--- src/rtl/irda_pulse_shaper.sv ---
module irda_pulse_shaper #(
  parameter int CELL        = 16,
  parameter int PULSE_START = 6,
  parameter int PULSE_LEN   = 3
) (
  input  logic clk,
  input  logic rst_n,
  input  logic tick,
  input  logic bit_start,
  input  logic nrz_bit,
  input  logic data_inv,
  input  logic out_inv,
  output logic ir_out
);
  localparam int PW = (CELL > 1) ? $clog2(CELL) : 1;
  localparam logic [PW-1:0] LAST_PH = PW'(CELL - 1);
  localparam logic [PW-1:0] WIN_LO  = PW'(PULSE_START);
  localparam logic [PW:0]   WIN_HI  = (PW+1)'(PULSE_START + PULSE_LEN);

  logic [PW-1:0] phase, phase_nx;
  logic          busy, busy_nx;
  logic          bit_zero, bit_zero_nx;
  logic          active_nx;

  always_comb begin
    phase_nx    = phase;
    busy_nx     = busy;
    bit_zero_nx = bit_zero;
    if (bit_start) begin
      phase_nx    = '0;
      busy_nx     = 1'b1;
      bit_zero_nx = ~(nrz_bit ^ data_inv);
    end else if (tick && busy) begin
      if (phase == LAST_PH) busy_nx = 1'b0;
      else                  phase_nx = phase + 1'b1;
    end
  end

  assign active_nx = busy_nx && bit_zero_nx &&
                     (phase_nx >= WIN_LO) && ({1'b0, phase_nx} < WIN_HI);

  always_ff @(posedge clk) begin
    if (!rst_n) begin
      phase    <= '0;
      busy     <= 1'b0;
      bit_zero <= 1'b0;
      ir_out   <= 1'b0;
    end else begin
      phase    <= phase_nx;
      busy     <= busy_nx;
      bit_zero <= bit_zero_nx;
      ir_out   <= active_nx ^ out_inv;
    end
  end
endmodule

--- config.mk ---
export PLATFORM = sky130hd
export DESIGN_NAME = irda_pulse_shaper
export DESIGN_NICKNAME = d
export VERILOG_FILES = /design/src/rtl/irda_pulse_shaper.sv
export SDC_FILE = /design/constraint.sdc
export NUM_CORES = 1
export LEC_CHECK = 0
export ABC_AREA = 1
export CAP_MARGIN = 20
export CORE_AREA = 2 2 39 41
export DETAILED_ROUTE_END_ITERATION = 12
export DIE_AREA = 0 0 41 43
export PLACE_DENSITY_LB_ADDON = 0.15
export SETUP_SLACK_MARGIN = 0.15
export SLEW_MARGIN = 20
export SYNTH_ARGS = -nofsm -noshare
export SYNTH_HDL_FRONTEND = slang
export SYNTH_SLANG_ARGS = --single-unit
--- constraint.sdc ---
create_clock -name clk -period 1.28 [get_ports clk]
set_input_delay 0.256 -clock clk [delete_from_list [all_inputs] [get_ports clk]]
set_output_delay 0.256 -clock clk [all_outputs]
set_load 0.02 [all_outputs]
==> flow_metrics.tcl <==
set metrics [dict create \
    syn_to_final_growth_pct 70.9 \
    hold_ws_ns 0.573 \
    cts_max_level 1 \
    drive_gt1_frac 0.547 \
    final_cells 111 \
    cp.required_ns 1.48 \
    diodes 0 \
    hold_violations 0 \
    grt_pass1_wl_mm 1.66 \
    p_clk_frac 0.345 \
    synth_top_family_by_area "simple AND/OR/NAND/NOR gates" \
    fp.dieW_um 41 \
    synth_compound_area_frac 0.0531 \
    die_h_um 43 \
    synth.distinct_cells 16 \
    fin_crit_ns 1.33 \
    outcome "finished, violations left" \
    cts_max_path_buffers 2 \
    violations "negative setup slack" \
    dp.cells 102 \
    min_period_over_period 1.04 \
    port_buffers 7 \
    power_density_nw_per_um2 797 \
    syn_area_per_cell_sq_um 6.40 \
    grt_setup_unrepaired "true" \
    syn_area_sq_um 448 \
    endpoint_kind "flop" \
    vias_per_cell 4.32 \
    first_global_vias 435 \
    final_max_slew_viol_count 0 \
    clockRootBuffer "clkbuf_4" \
    ir_drop_mv 0.518 \
    antenna_found_initial 0 \
    clk_pin_slew_ns 0.06 \
    drc 0 \
    seqPwrFrac 0.385 \
    place_hpwl_um 783 \
    overflow 0 \
    p_leak_nw 0.371 \
    swShare 0.290 \
    critPathKind "reg2reg" \
    path_common_cell "nor2_1" \
    worst_slack_ns -0.0498 \
    synthSimpleGateAreaFrac 0.447 \
    slew_headroom 0.832 \
    clk_latency_ns 0.26 \
    r2r_slack_ns -0.05 \
    fmax_ghz 0.752 \
    io_pins 8 \
    worst-path-max-fanout 5 \
    wl_mm 1.11 \
    muxShareOfSynthArea 0.0223 \
    cp-start-kind "flop" \
    drt_first_iter_violations 3 \
    cts_made_buffers 3 \
    synthesis.instances 70 \
    start_util 0.324 \
    hold_class "in2reg" \
    coreArea_sq_um 1380 \
    nNetsFinal 104 \
    dieArea_sq_um 1760 \
    synthAdderAreaFrac 0.0279 \
    cts_sinks 7 \
    yosysWarnings 0 \
    critical_path_arrival_ns 1.53 \
    cts_hold_buf 0 \
    grt_max_degree 7 \
    clock-skew-final_ns 0.00505 \
    syn-num-nets 78 \
    slowest_delay_ns 0.35 \
    cts_tree "built" \
    ant_nets 0 \
    track_usage 0.147 \
    cp_cell_sequence "ha_4 -> nand3_4 -> nand2_4 -> nand2_2 -> nand3_2 -> nand3_2 -> nand2_2 -> inv_2 -> nor2_1 -> nor2_1 -> nor2_1" \
    gp_congestion 0.754 \
    ys_seq_area_frac 0.313 \
    setup_viol 2 \
    yosys_register_bits 7 \
    wl_per_cell_um 9.98 \
    most-common-layout-cells "buf_4, nand2_2, nand2_1, inv_1, nor2_1" \
    worst_pin_slew_ns 0.245 \
    p_sw_w 0.000177 \
    drv.max_cap_violation_count 0 \
    intPower_w 0.000434 \
    power.share.combinational 0.270 \
    fillerInstances 135 \
    firstDrtPassIters 3 \
    rows 14 \
    slowest_stage "dfxtp_4" \
    synth-xor-area-share 0.0196 \
    vias 479 \
    final_common_cell "buf_4" \
]
-- synth_stat cells --
master	instances	area [sq um]
inv_2	3	11.3
a21oi_2	1	8.76
nand3_4	1	17.5
dfxtp_1	7	140
nand2_1	17	63.8
nor2_1	13	48.8
mux2i_1	1	10.0
nand4_1	2	12.5
nand2_4	1	11.3
inv_1	11	41.3
nand2_2	1	6.26
nand3_2	1	10.0
ha_1	1	12.5
a21oi_1	3	15.0
xnor2_1	1	8.76
nand3_1	6	30.0
-- area by class of cell --
class / instances / area (sq um) / share of cell area
Clock buffer: 4 / 26.3 / 0.0343
Inverter: 14 / 55.1 / 0.0719
Multi-Input combinational cell: 49 / 333 / 0.435
Sequential cell: 7 / 146 / 0.191
Tap cell: 16 / 20.0 / 0.0261
Timing Repair Buffer: 21 / 185 / 0.242
-- worst max-delay path: cells and delay by family (launching register included) --
family        cells  cell delay, ns
simple gates      9            0.74
flops             1            0.35
fa+ha+maj         1            0.15
buf+inv           1            0.03
-- per-layer routing --
layer	GRT usage	vias up	part of all wire
met2	0.241	8	0.53
li1	-	267	-
met3	0.0471	4	0.031
met1	0.145	200	0.42
met5	0	-	0
met4	0.100	0	0.021
-- worst paths after layout --
kind / to / depth (start not counted) / startpoint
worst max-delay path: ir_out / 11 / phase[1]
worst min-delay path: ir_out / 3 / rst_n
worst max register to register: ir_out / 11 / phase[1]
worst min register to register: phase[2] / 5 / phase[2]
-- state kept, by name, indices dropped and copies added (netlist names) --
register / count
phase: 4
bit_zero: 1
ir_out: 1
busy: 1
-- power by group through the flow --
stage	Clock, W	Combinational, W	Sequential (W)
global placement	0	0.000122	0.000239
floorplan	0	0.0000608	0.000243
detailed placement	0	0.000123	0.000239
finish	0.000211	0.000165	0.000235
CTS	0.000214	0.000151	0.000235
global route	0.000227	0.000179	0.000236
-- what timing repair did --
action | 4_1_cts | 5_1_grt
endpoints found under the setup margin | 7 | 7
pin swaps | 12 | 9
hold endpoints to repair | 0 | 0
resized for setup | 19 | 14
cloned | 0 | 0
buffers inserted | 5 | 0
-- per-stage QoR --
step / TNS [ns] / total power, W / worst slack [ns] / area [sq um] / utilization
2_1_floorplan: 0 / 0.000303 / 0.0414 / 469 / -
3_3_place_gp: -1.38 / 0.000361 / -0.423 / 627 / 0.453
3_5_place_dp: -1.50 / 0.000362 / -0.435 / 627 / 0.453
4_1_cts: -0.0524 / 0.000600 / -0.0524 / 729 / 0.527
5_1_grt: -0.297 / 0.000643 / -0.141 / 766 / 0.553
6_report: -0.0771 / 0.000610 / -0.0498 / 766 / 0.553
-- cell families (layout without fill, tap and decap cells) --
group                      after synthesis  in the layout
buffers and inverters                   14             39
and+or+nand+nor                         42             42
AOI/OAI and AO/OA                        4              4
xor gates and xnor gates                 1              1
muxes                                    1              1
adders and majority gates                1              1
DFF                                      7              7
Note: power is estimated with default switching activity, not from simulation.
